--- src/rtl/dfe_pkg.sv ---
package dfe_pkg;
  function automatic int acc_width(input int sw, input int cw, input int n);
    int m;
    m = (sw > cw) ? sw : cw;
    return m + $clog2(n) + 2;
  endfunction
endpackage

--- src/rtl/dfe_coef_bank.sv ---
module dfe_coef_bank #(
  parameter int COEF_W = 8,
  parameter int NTAPS  = 4,
  localparam int IDX_W = $clog2(NTAPS)
) (
  input  logic                     clk,
  input  logic                     rst,
  input  logic                     wr_en,
  input  logic [IDX_W-1:0]         wr_idx,
  input  logic signed [COEF_W-1:0] wr_val,
  output logic signed [COEF_W-1:0] coef_o [NTAPS]
);
  logic signed [COEF_W-1:0] bank_q [NTAPS];

  always_ff @(posedge clk) begin
    if (rst) begin
      for (int i = 0; i < NTAPS; i++) bank_q[i] <= '0;
    end else if (wr_en && (int'(wr_idx) < NTAPS)) begin
      bank_q[wr_idx] <= wr_val;
    end
  end

  for (genvar g = 0; g < NTAPS; g++) begin : g_out
    assign coef_o[g] = bank_q[g];
    AST_COEF_HOLD: assert property (@(posedge clk) disable iff (rst)
      !wr_en |=> $stable(bank_q[g]));
  end
endmodule

--- src/rtl/dfe_hist.sv ---
module dfe_hist #(
  parameter int NTAPS = 4
) (
  input  logic             clk,
  input  logic             rst,
  input  logic             push,
  input  logic             dec,
  output logic [NTAPS-1:0] hist_o
);
  logic [NTAPS-1:0] hist_q;

  always_ff @(posedge clk) begin
    if (rst)       hist_q <= '1;
    else if (push) hist_q <= {hist_q[NTAPS-2:0], dec};
  end

  assign hist_o = hist_q;

  AST_HIST_HOLD: assert property (@(posedge clk) disable iff (rst)
    !push |=> $stable(hist_q));
endmodule

--- src/rtl/dfe_spec_slicer.sv ---
module dfe_spec_slicer #(
  parameter int SAMPLE_W = 8,
  parameter int COEF_W   = 8,
  parameter int NTAPS    = 4,
  parameter int ACC_W    = 12
) (
  input  logic signed [SAMPLE_W-1:0] x,
  input  logic signed [SAMPLE_W-1:0] thr,
  input  logic signed [COEF_W-1:0]   coef [NTAPS],
  input  logic [NTAPS-1:0]           hist,
  output logic                       dec,
  output logic signed [ACC_W-1:0]    eq
);
  logic signed [ACC_W-1:0] term [NTAPS];
  logic signed [ACC_W-1:0] fb_hi, x_w, thr_w, c1_w, cand_p, cand_m;
  logic                    dec_p, dec_m;

  // taps 2..N: direct feedback from the stored chain
  for (genvar k = 1; k < NTAPS; k++) begin : g_term
    logic signed [ACC_W-1:0] cw;
    assign cw      = ACC_W'(coef[k]);
    assign term[k] = hist[k] ? cw : -cw;
  end
  assign term[0] = '0;

  always_comb begin
    fb_hi = '0;
    for (int k = 1; k < NTAPS; k++) fb_hi = fb_hi + term[k];
  end

  assign x_w   = ACC_W'(x);
  assign thr_w = ACC_W'(thr);
  assign c1_w  = ACC_W'(coef[0]);

  // tap 1: both outcomes prepared, previous decision selects
  assign cand_p = x_w - fb_hi - c1_w;
  assign cand_m = x_w - fb_hi + c1_w;
  assign dec_p  = (cand_p >= thr_w);
  assign dec_m  = (cand_m >= thr_w);
  assign dec    = hist[0] ? dec_p : dec_m;
  assign eq     = hist[0] ? cand_p : cand_m;
endmodule

--- src/rtl/spec_dfe.sv ---
module spec_dfe
  import dfe_pkg::*;
#(
  parameter int SAMPLE_W = 8,
  parameter int COEF_W   = 8,
  parameter int NTAPS    = 4,
  parameter int ACC_W    = acc_width(SAMPLE_W, COEF_W, NTAPS)
) (
  input  logic                          clk,
  input  logic                          rst,
  input  logic                          in_valid,
  output logic                          in_ready,
  input  logic signed [SAMPLE_W-1:0]    in_sample,
  input  logic signed [SAMPLE_W-1:0]    slice_ref,
  input  logic                          coef_we,
  input  logic [$clog2(NTAPS)-1:0]      coef_idx,
  input  logic signed [COEF_W-1:0]      coef_val,
  output logic                          out_valid,
  output logic                          out_bit,
  output logic signed [ACC_W-1:0]       out_eq
);
  logic signed [COEF_W-1:0] coef [NTAPS];
  logic [NTAPS-1:0]         hist;
  logic                     accept, dec_c;
  logic signed [ACC_W-1:0]  eq_c;

  assign in_ready = ~rst;
  assign accept   = in_valid & in_ready;

  dfe_coef_bank #(.COEF_W(COEF_W), .NTAPS(NTAPS)) u_coef (
    .clk(clk), .rst(rst), .wr_en(coef_we), .wr_idx(coef_idx),
    .wr_val(coef_val), .coef_o(coef)
  );

  dfe_hist #(.NTAPS(NTAPS)) u_hist (
    .clk(clk), .rst(rst), .push(accept), .dec(dec_c), .hist_o(hist)
  );

  dfe_spec_slicer #(.SAMPLE_W(SAMPLE_W), .COEF_W(COEF_W), .NTAPS(NTAPS),
                    .ACC_W(ACC_W)) u_slice (
    .x(in_sample), .thr(slice_ref), .coef(coef), .hist(hist),
    .dec(dec_c), .eq(eq_c)
  );

  always_ff @(posedge clk) begin
    if (rst) begin
      out_valid <= 1'b0;
      out_bit   <= 1'b0;
      out_eq    <= '0;
    end else begin
      out_valid <= accept;
      if (accept) begin
        out_bit <= dec_c;
        out_eq  <= eq_c;
      end
    end
  end

  AST_VALID_LATENCY: assert property (@(posedge clk) disable iff (rst)
    accept |=> out_valid);
  AST_NO_SPURIOUS_VALID: assert property (@(posedge clk) disable iff (rst)
    !accept |=> !out_valid);
  AST_EQ_HOLD: assert property (@(posedge clk) disable iff (rst)
    !accept |=> ($stable(out_eq) && $stable(out_bit)));
  AST_BIT_VS_REF: assert property (@(posedge clk) disable iff (rst)
    out_valid |-> (out_bit == (out_eq >= ACC_W'($past(slice_ref)))));
  AST_BIT_IN_CHAIN: assert property (@(posedge clk) disable iff (rst)
    out_valid |-> (out_bit == hist[0]));
  AST_READY_OUT_OF_RESET: assert property (@(posedge clk)
    rst |-> !in_ready);
endmodule

--- config.mk ---
export PLATFORM = sky130hd
export DESIGN_NAME = spec_dfe
export DESIGN_NICKNAME = d
export VERILOG_FILES = /design/src/rtl/dfe_pkg.sv /design/src/rtl/dfe_coef_bank.sv /design/src/rtl/dfe_hist.sv /design/src/rtl/dfe_spec_slicer.sv /design/src/rtl/spec_dfe.sv
export SDC_FILE = /design/constraint.sdc
export NUM_CORES = 1
export LEC_CHECK = 0
export BUFFER_PORTS_ARGS = -buffer_cell sky130_fd_sc_hd__clkbuf_2
export CAP_MARGIN = 20
export CORE_MARGIN = 2
export CORE_UTILIZATION = 30
export CTS_BUF_LIST = sky130_fd_sc_hd__clkbuf_8
export DETAILED_ROUTE_END_ITERATION = 12
export SYNTH_ARGS = -nofsm -noshare
export SYNTH_HDL_FRONTEND = slang
export SYNTH_HIERARCHICAL = 1
export SYNTH_SLANG_ARGS = --single-unit
--- constraint.sdc ---
create_clock -name clk -period 8.75 [get_ports clk]
set_input_delay 0.4375 -clock clk [delete_from_list [all_inputs] [get_ports clk]]
set_output_delay 0.4375 -clock clk [all_outputs]
set_load 0.01 [all_outputs]
* After elaboration in Yosys (flattened, before gate mapping)
Memory sizes are Yosys's and may differ from the RTL's.
Index checks and enable logic that the tools add are counted.
** Word-level totals
- RAM bits :: 32
- Register bits :: 18
- Memories kept :: 1
- Output and inout port bits :: 15
- Word-level logic and storage cells :: 31
- Input bits :: 30
** Cells by class
- $lt $le $gt $ge :: 2
- Multiplexer cells :: 13
- Add/sub/neg operators :: 8
- Bitwise gates (word level) :: 2
- Reductions and logical operators :: 1
** Memories
- u_coef.bank_q :: words 4, bits a word 8, read ports 4, clocked after Yosys merged registers in 0, write ports 4, line dfe_coef_bank.sv:13 : logic signed [COEF_W-1:0] bank_q [NTAPS];
** Operators with widths (count)
- two-way mux 12 bit :: 4
- negation 8 -> 12 bit :: 3
- adder 12 bit :: 2
- greater-or-equal comparator 12 x 8 -> 1 bit :: 2
- adder 12 x 8 -> 12 bit :: 1
- subtractor 12 x 8 -> 12 bit :: 1
- subtractor 8 x 12 -> 12 bit :: 1
- two-way mux 8 bit :: 1
- OR reduction 8 bit :: 1
- two-way mux 1 bit :: 7
- two-way mux 2 bit :: 1
- AND 1 bit :: 1
- NOT 1 bit :: 1

* Depth between registers and ports, before layout
Gate-level depths: netlist (run 1).
An unclocked memory read counts as a cell.
- Depth in word-level cells :: 9
- Depth in mapped cells :: 31
- Depth with buffers taken out :: 30

* Hierarchy
The synthesis (run 1) kept the hierarchy.
** Modules (own cells, without submodules)
- dfe_spec_slicer :: area each 3364.5 µm², seq. area each 0.0 µm², times used 1, cells each 439
- dfe_coef_bank :: area each 1278.7 µm², seq. area each 960.9 µm², times used 1, cells each 74
- spec_dfe :: area each 511.7 µm², seq. area each 280.3 µm², times used 1, cells each 46
- dfe_hist :: area each 140.1 µm², seq. area each 80.1 µm², times used 1, cells each 12

* Worst setup path after synthesis (run 1)
OpenSTA, ideal clock, no wires.
- Path type :: flip-flop to flip-flop
- From :: register u_hist.hist_q[2], in the netlist u_hist/hist_o[2]
- To :: register u_hist.hist_q[0], in the netlist u_hist/hist_o[0]
- Library setup time :: 120 ps
- Data arrival time :: 5989 ps
- Data required time :: 8630 ps
- Clock period less this slack :: 6109 ps
- Path buffers :: 2
- Cell stages (with the launch flop) :: 27
- Path slack :: 2641 ps
- Path through :: dfxtp_1 > clkbuf_1 > nor2_1 > xnor2_1 > fa_1 > inv_1 > fa_1 > inv_1 > ha_1 > nor2b_1 > o21ai_0 > a21boi_0 > o21ai_0 > a21oi_1 > xor2_1 > ha_1 > clkbuf_1 > or4_1 > o21ai_0 > xnor2_1 > ha_1 > a211o_1 > a221oi_1 > o211ai_1 > a31oi_1 > o311ai_0 > a211o_1
** On the way
- Word-level cells in the longest chain between the ends :: 7
- Elaborated cells on any way between the ends :: 9
- Those cells by class :: add/sub: 5; order compare: 2; mux: 2
** RTL lines
- start, declared :: line dfe_hist.sv:10 : logic [NTAPS-1:0] hist_q;
- start signal, assigned :: line dfe_hist.sv:14 : else if (push) hist_q <= {hist_q[NTAPS-2:0], dec};
- two-way mux 12 bit * :: line dfe_spec_slicer.sv:22 : assign term[k] = hist[k] ? cw : -cw;
- adder 12 bit * (2 in series) :: line dfe_spec_slicer.sv:28 : for (int k = 1; k < NTAPS; k++) fb_hi = fb_hi + term[k];
- subtractor 8 x 12 -> 12 bit * :: line dfe_spec_slicer.sv:36, dfe_spec_slicer.sv:37
- adder 12 x 8 -> 12 bit / subtractor 12 x 8 -> 12 bit (equally long branches) :: line dfe_spec_slicer.sv:37, dfe_spec_slicer.sv:36
- greater-or-equal comparator 12 x 8 -> 1 bit (on tied branches) :: line dfe_spec_slicer.sv:39, dfe_spec_slicer.sv:38
- two-way mux 1 bit * :: line dfe_spec_slicer.sv:40 : assign dec = hist[0] ? dec_p : dec_m;
- via dec_c :: line spec_dfe.sv:24 : logic accept, dec_c;
The timed path passes the listed nets; every way through them passes the cells marked *.
A chain may end at the register's enable or synchronous reset.

==> results of run 1 <==
==> cell usage in the layout (no fill, tap or decap), types with 2 or more instances in the layout <==
master,instances
nor3_1,8
fa_1,24
xnor2_1,41
xnor2_2,2
o21ai_0,16
o31ai_1,2
ha_1,61
mux2i_1,17
and2_2,8
and4bb_4,2
a211o_1,5
clkbuf_2,44
inv_1,89
edfxtp_1,32
o21a_1,6
clkbuf_8,5
nor4_1,2
a311oi_1,3
and3_1,2
a211oi_1,2
xor2_1,9
a21o_1,6
a21oi_1,37
nor2_1,46
and2_1,24
nor2b_1,19
a31oi_1,5
o211ai_1,4
nand2b_1,7
nand3_1,5
dfxtp_1,18
a21boi_0,2
mux2_2,12
a31o_2,2
o21bai_1,9
nand2_1,11
nor3_2,4
==> metal layers <==
metal / share of wire (%) / up-vias / GRT usage [%]
met1: 49 / 1782 / 16.8
met2: 46 / 59 / 21.2
met3: 3.2 / 10 / 2.33
met4: 1.2 / 0 / 3.44
met5: 0 / - / 0
li1: - / 1997 / -
==> final timing paths <==
check	from	endpoint
max	u_coef/bank_q[2][0]	u_hist/hist_o[0]
min	coef_val[0]	u_coef/bank_q[2][0]
max reg2reg	u_coef/bank_q[2][0]	u_hist/hist_o[0]
min reg2reg	out_eq[1]	out_eq[1]
==> synth_stat cells, drive strengths merged, types with 11 or more instances <==
master   n  area [um2]
a21oi   37         185
and2    32         210
dfxtp   18         360
edfxtp  32         961
fa      24         480
ha      61         763
inv     89         334
mux2    13         150
mux2i   17         170
nand2   11        41.3
nor2    46         173
nor2b   19         119
nor3    12        80.1
o21ai   16        80.1
xnor2   44         419
==> worst max-delay path, stage by stage, from the launching register on <==
cell	delay (ns)
edfxtp_1	0.44
inv_1	0.09
ha_1	0.16
nor2b_1	0.22
a21oi_1	0.11
xnor2_1	0.17
fa_1	0.54
inv_1	0.05
fa_1	0.49
inv_1	0.04
ha_1	0.32
a21boi_0	0.28
o21ai_0	0.15
a21oi_1	0.26
xor2_1	0.22
ha_1	0.37
or4_1	0.59
o21ai_0	0.22
xnor2_1	0.17
ha_1	0.27
a211o_1	0.26
a221oi_1	0.22
o211ai_1	0.13
a31oi_1	0.17
o311ai_0	0.19
a211o_1	0.34
==> sequential cells by signal, summed over array words and instances, names as in the netlist <==
name / count
out_valid: 1
u_hist/hist_o: 4
u_coef/bank_q: 32
out_bit: 1
out_eq: 12
==> cell type report <==
| class | count | area, um2 |
|---|---|---|
| inverter | 89 | 334 |
| tap | 225 | 282 |
| clock buffer | 5 | 68.8 |
| timing repair buffer | 45 | 228 |
| sequential | 50 | 1320 |
| fill | 1819 | 11500 |
| multi-input combinational | 419 | 3560 |
| clock inverter | 3 | 28.8 |
==> logic make-up (layout without fill, tap and decap cells) <==
logic type               after synthesis  count (layout)
AO/OA/AOI/OAI                        107             107
AND/OR/NAND/NOR                      144             144
adder cells (fa/ha/maj)               85              85
flip-flops                            50              50
multiplexers                          30              30
buffers and inverters                102             142
XOR/XNOR                              53              53
==> per-stage QoR <==
step | setup slack, ns | cells | area [um2] | util [%]
floorplan | 2.64 | 571 | 5300 | -
global placement | 2.39 | 828 | 5730 | 33.1
detailed placement | 2.17 | 828 | 5730 | 33.1
CTS | 2.19 | 836 | 5830 | 33.7
global route | 1.58 | 836 | 5830 | 33.7
finish | 2.17 | 836 | 5830 | 33.7
==> results.py, run 1 <==
metrics = {
    "critical_path": {
        "cp-end-kind": "flip-flop",
        "reg2regPathDepth": 25,
        "arrival_ns": 6.83,
        "r2r_slack_ns": 2.17,
        "worstPathMaxFanout": 9,
        "worst_ep_required_time_ns": 8.99,
        "start_kind": "flip-flop",
        "crit_type": "reg2reg",
    },
    "routing": {
        "wl_um": 11200,
        "post_drt_via_cell_ratio": 4.60,
        "final_antenna_net_count": 0,
        "drc_errors": 0,
        "wire_per_inst_um": 13.4,
        "drtPass1Iterations": 4,
        "vias": 3848,
        "drt_iter0_markers": 147,
    },
    "sta": {
        "rsz0062_at_grt": "no",
        "max_clock_freq_mhz": 152,
        "setup_viol": 0,
        "whs_ns": 0.430,
        "relSlewSlack_pct": 40.3,
        "finalHoldViolCount": 0,
        "slew_viol_final": 0,
        "layout_min_cycle_time_ns": 6.58,
        "worstMarginPinSlew_ns": 0.894,
        "fin_skew_ns": 0.0175,
        "final.period_utilization_pct": 75.2,
        "final.setup.tns_ns": 0,
    },
    "die": {
        "fp-row-count": 48,
        "start_util_pct": 30.6,
        "die_h_um": 137,
        "die_w_um": 137,
        "core_um2": 17300,
        "dieArea_um2": 18700,
        "ios": 45,
    },
    "run_status": {
        "outcome": "complete, no violations",
    },
    "global_route": {
        "grt_pass1_vias": 3803,
        "grt_usage_pct": 12.7,
        "antenna_found_initial": 0,
        "grt_overflow_total": 0,
        "grt_max_degree": 29,
        "grt_pass1_wl_um": 18500,
    },
    "logic_synthesis": {
        "syn_inst": 571,
        "synth-xor-area-share_pct": 9.40,
        "synth_edf_count": 32,
        "ys_ff_latch": 50,
        "synthesis.nets": 686,
        "synthArstFlopShare_pct": 0,
        "synth_area_um2": 5300,
        "synth-simple-area-share_pct": 15.4,
        "synth_cell_type_count": 56,
        "muxShareOfSynthArea_pct": 6.05,
        "synth_compound_area_share_pct": 12.9,
        "synthAdderAreaFrac_pct": 23.5,
        "yosysWarnings": 6,
        "yosys_most_used_dff": "edfxtp_1",
        "synth_top_family_by_area": "adder cells",
        "yosysSeqAreaShare_pct": 25.0,
        "avgSynthCellArea_um2": 9.27,
    },
    "cts": {
        "cts_resized": 0,
        "cts_sinks": 50,
        "cts_tree": "yes",
        "cts.clk_slew.worst_paths_ns": 0.11,
        "cts_buffers": 5,
        "postCtsHoldBufs": 0,
        "cts_root_buf": "clkbuf_8",
        "cts_htree_levels": 2,
        "post-cts-setup-buffers": 0,
        "clock_path_buffers": 2,
        "clk_latency_ns": 0.34,
    },
    "cells_and_area": {
        "num_antenna_cells": 0,
        "drive_gt1_share_pct": 14.4,
        "nNetsFinal": 725,
        "syn2layout_area_growth_pct": 10.0,
    },
    "placed_design": {
        "hpwl_um": 9350,
        "portBuffers": 44,
        "place_congestion": 0.793,
    },
    "min_path": {
        "min_path_type": "in2reg",
        "hold_depth": 2,
    },
    "flow_run": {
        "maxCapViolations": 0,
    },
}
Power of run 1 is left out: the tool's default activity adds up to more than one toggle a clock period on the data nets, which glitch-free logic cannot reach.
==> run 2, diff against run 1 <==
clock period = 6 ns   (was 8.75 ns; I/O delays follow)
==> results.py, run 2 (synthesized netlist as in run 1, its figures left out) <==
metrics = {
    "global_route": {
        "grt_overflow_total": 0,
        "grt_max_degree": 29,
        "grt_pass1_wl_um": 19600,
        "grt_pass1_vias": 4047,
        "antenna_found_initial": 0,
        "grt_usage_pct": 13.4,
    },
    "cells_and_area": {
        "regMostFlops": "u_coef/bank_q",
        "largest_reg_flops": 32,
        "nNetsFinal": 772,
        "post-route-util_pct": 37.5,
        "layout.cells.most_common": "inv_1",
        "drive_gt1_share_pct": 27.2,
        "num_antenna_cells": 0,
        "final_cell_mix": "83 x inv_1, 54 x ha_1, 47 x buf_4, 44 x clkbuf_2, 42 x nor2_1",
        "fillerInstances": 1751,
        "multi_input_area_um2": 3840,
        "final-seq-area_um2": 1320,
        "syn2layout_area_growth_pct": 22.4,
    },
    "critical_path": {
        "worst_ep_required_time_ns": 6.22,
        "path_delay_family": "compound AO/OA/AOI/OAI gates",
        "crit_type": "reg2reg",
        "cp.buffers_inverters": 2,
        "r2r-end": "u_hist/hist_o[0]",
        "cp_slowest_stage_delay_ns": 0.57,
        "timing.rr.start": "u_coef/bank_q[2][0]",
        "cp-end-kind": "flip-flop",
        "reg2regPathDepth": 24,
        "r2r_slack_ns": 0.04,
        "worstPathMaxFanout": 3,
        "arrival_ns": 6.19,
        "crit_slowest_cell": "or4_4",
        "crit_chain": "nor3_4 > nor2_2 > xnor2_2 > fa_1 > inv_1 > fa_1 > inv_2 > ha_4 > o21a_1 > o31a_1 > o41ai_4 > o21bai_1 > xor2_1 > ha_1 > or4_4 > o21ai_4 > xnor2_2 > ha_1 > a211o_1 > a221oi_2 > o211ai_1 > a31oi_1 > o311ai_2 > a211o_1",
        "start_kind": "flip-flop",
    },
    "sta": {
        "finalHoldViolCount": 0,
        "relSlewSlack_pct": 39.0,
        "final.setup.worst_slack_ns": 0.0364,
        "final.period_utilization_pct": 99.4,
        "whs_ns": 0.281,
        "setup_viol": 0,
        "slew_viol_final": 0,
        "fin_skew_ns": 0.0200,
        "rsz0062_at_grt": "yes",
        "max_clock_freq_mhz": 168,
        "layout_min_cycle_time_ns": 5.96,
        "worstMarginPinSlew_ns": 0.914,
    },
    "placed_design": {
        "place_congestion": 0.816,
        "portBuffers": 44,
        "pre_cts_ws_ns": -0.324,
        "hpwl_um": 9750,
    },
    "cts": {
        "clock_path_buffers": 2,
        "cts_htree_levels": 2,
        "cts_sinks": 50,
        "cts_root_buf": "clkbuf_8",
        "cts.clk_slew.worst_paths_ns": 0.12,
        "cts_buffers": 5,
        "cts_tree": "yes",
        "postCtsHoldBufs": 0,
        "clk_latency_ns": 0.33,
    },
    "die": {
        "die_h_um": 137,
        "core_um2": 17300,
        "fp-row-count": 48,
        "start_util_pct": 30.6,
        "ios": 45,
        "dieArea_um2": 18700,
        "die_w_um": 137,
    },
    "routing": {
        "wl_um": 12200,
        "drc_errors": 0,
        "drtPass1Iterations": 4,
        "final_antenna_net_count": 0,
        "post_drt_via_cell_ratio": 4.56,
        "vias": 4029,
        "drt_iter0_markers": 153,
        "wire_per_inst_um": 13.8,
    },
    "min_path": {
        "hp-start": "coef_val[1]",
        "holdPathEnd": "u_coef/bank_q[2][1]",
        "min_path_type": "in2reg",
        "hold_depth": 2,
    },
    "run_status": {
        "outcome": "complete, no violations",
    },
    "flow_run": {
        "maxCapViolations": 0,
    },
}
## run 2: area by class of cell
type / instances / area share (%)
multi-input combinational: 419 / 59.3
timing repair buffer: 92 / 9.02
tap: 225 / 4.35
sequential: 50 / 20.4
inverter: 89 / 5.16
clock inverter: 3 / 0.734
clock buffer: 5 / 1.06
## run 2: per-layer routing
| metal | global-route usage [%] | routed length [um] | part of all wire (%) |
|---|---|---|---|
| met1 | 17.4 | 5750 | 47 |
| met3 | 2.26 | 386 | 3.2 |
| met5 | 0 | 0 | 0 |
| met2 | 23.2 | 5900 | 48 |
| met4 | 3.15 | 135 | 1.1 |
## run 2: worst max-delay path by stage
stage	start	endpoint	slack (ns)	cells after the start
global placement	u_coef/bank_q[2][1]	u_hist/hist_o[0]	-0.12	25
finish	u_coef/bank_q[2][0]	u_hist/hist_o[0]	0.04	24
detailed placement	u_coef/bank_q[2][0]	u_hist/hist_o[0]	-0.32	23
floorplan	u_coef/bank_q[2][0]	u_hist/hist_o[0]	0.004	26
global route	u_coef/bank_q[2][0]	out_bit	-0.27	30
CTS	u_coef/bank_q[2][1]	u_hist/hist_o[0]	-0.02	25
## run 2: timing repair
action	4_1_cts	5_1_grt
pin swaps	11	25
gates resized for setup	22	42
cloned	0	0
setup buffers	3	6
endpoints found under the setup margin	2	2
## run 2: per-stage QoR
stage / setup TNS, ns / cell area (um2) / std cells
2_1_floorplan: 0 / 5300 / 571
3_3_place_gp: -0.172 / 6020 / 867
3_5_place_dp: -0.573 / 6020 / 867
4_1_cts: -0.0157 / 6260 / 878
5_1_grt: -0.506 / 6480 / 883
6_report: 0 / 6480 / 883
Power of run 2 is left out for the same reason.
==> run 3, diff against run 2 <==
PLACE_DENSITY_LB_ADDON = 0.05   (was default)
==> results.py, run 3 (synthesized netlist as in run 1, its figures left out) <==
metrics = {
    "cts": {
        "clock_path_buffers": 2,
        "cts_tree": "yes",
        "postCtsHoldBufs": 0,
        "cts_buffers": 5,
        "cts_root_buf": "clkbuf_8",
        "cts_sinks": 50,
        "cts_htree_levels": 2,
        "cts.clk_slew.worst_paths_ns": 0.11,
        "clk_latency_ns": 0.34,
    },
    "routing": {
        "drtPass1Iterations": 4,
        "wire_per_inst_um": 14.3,
        "vias": 4083,
        "final_antenna_net_count": 0,
        "drt_iter0_markers": 138,
        "post_drt_via_cell_ratio": 4.55,
        "wl_um": 12900,
        "drc_errors": 0,
    },
    "global_route": {
        "grt_usage_pct": 14.4,
        "antenna_found_initial": 0,
        "grt_max_degree": 29,
        "grt_overflow_total": 0,
        "grt_pass1_wl_um": 20700,
        "grt_pass1_vias": 3997,
    },
    "sta": {
        "finalHoldViolCount": 0,
        "layout_min_cycle_time_ns": 6.05,
        "rsz0062_at_grt": "yes",
        "relSlewSlack_pct": 35.7,
        "final.setup.tns_ns": -0.0549,
        "max_clock_freq_mhz": 165,
        "fin_skew_ns": 0.0144,
        "slew_viol_final": 0,
        "worstMarginPinSlew_ns": 0.963,
        "final.period_utilization_pct": 101,
        "setup_viol": 1,
        "final.setup.worst_slack_ns": -0.0549,
    },
    "cells_and_area": {
        "regMostFlops": "u_coef/bank_q",
        "fillerInstances": 1815,
        "syn2layout_area_growth_pct": 22.9,
        "layout.cells.most_common": "inv_1",
        "fin_area_um2": 6510,
        "nNetsFinal": 787,
        "drive_gt1_share_pct": 27.2,
        "num_antenna_cells": 0,
        "final_cell_mix": "85 x inv_1, 59 x buf_4, 54 x ha_1, 44 x clkbuf_2, 42 x nor2_1",
        "finalNonFillerCells": 898,
        "largest_reg_flops": 32,
    },
    "die": {
        "die_h_um": 137,
        "start_util_pct": 30.6,
        "core_um2": 17300,
        "dieArea_um2": 18700,
        "die_w_um": 137,
        "ios": 45,
        "fp-row-count": 48,
    },
    "critical_path": {
        "crit_slowest_cell": "fa_1",
        "crit_start": "u_coef/bank_q[1][1]",
        "worstPathMaxFanout": 3,
        "timing.rr.start": "u_coef/bank_q[1][1]",
        "path_delay_family": "adder cells",
        "cp-end-kind": "flip-flop",
        "r2r-end": "u_hist/hist_o[0]",
        "path_depth": 29,
        "cp.buffers_inverters": 6,
        "r2r_slack_ns": -0.05,
        "cp_slowest_stage_delay_ns": 0.54,
        "reg2regPathDepth": 29,
        "crit_type": "reg2reg",
        "arrival_ns": 6.29,
        "endpoint": "u_hist/hist_o[0]",
        "start_kind": "flip-flop",
        "worst_ep_required_time_ns": 6.24,
    },
    "placed_design": {
        "placed_cells": 880,
        "place_congestion": 0.801,
        "pre_cts_ws_ns": -0.417,
        "placed_area_um2": 6120,
        "hpwl_um": 10500,
        "portBuffers": 44,
    },
    "run_status": {
        "violations": "setup timing",
        "outcome": "finished with violations",
    },
    "min_path": {
        "min_path_type": "in2reg",
    },
    "flow_run": {
        "maxCapViolations": 0,
    },
}
[run 3: layer usage]
layer | share of wire, % | vias to the layer above | wire length (um) | global-route usage, %
li1 | - | 2117 | - | -
met1 | 50 | 1911 | 6470 | 20.1
met2 | 46 | 48 | 5940 | 23.6
met3 | 2.7 | 7 | 352 | 2.26
met4 | 0.95 | 0 | 122 | 3.09
met5 | 0 | - | 0 | 0
[run 3: what timing repair did]
item | in CTS | in global routing
resized for setup | 39 | 11
endpoints found under the setup margin | 2 | 2
pin swaps | 31 | 6
buffers inserted | 10 | 0
gates cloned | 0 | 0
[run 3: cell type report]
| class | instances | area (um2) | share of cell area (%) |
|---|---|---|---|
| inverter | 89 | 334 | 5.13 |
| clock inverter | 3 | 16.3 | 0.250 |
| sequential | 50 | 1320 | 20.3 |
| tap | 225 | 282 | 4.33 |
| timing repair buffer | 107 | 708 | 10.9 |
| clock buffer | 5 | 68.8 | 1.06 |
| multi-input combinational | 419 | 3780 | 58.1 |
[run 3: worst min-delay path by stage]
stage | startpoint | end | cells past startpoint
after floorplan | rst | out_valid | 1
after global placement | out_eq[7] | out_eq[7] | 2
after detailed placement | out_eq[9] | out_eq[9] | 2
after CTS | coef_val[0] | u_coef/bank_q[1][0] | 2
after global routing | coef_val[7] | u_coef/bank_q[1][7] | 2
final | coef_val[6] | u_coef/bank_q[1][6] | 2
[run 3: through the flow]
stage                     util, %  hold slack (ns)
after global routing         37.6            0.318
after global placement       35.4            0.473
after CTS                    37.4            0.311
final                        37.6            0.316
after detailed placement     35.4            0.483
after floorplan                 -            0.372
Power of run 3 is left out for the same reason.
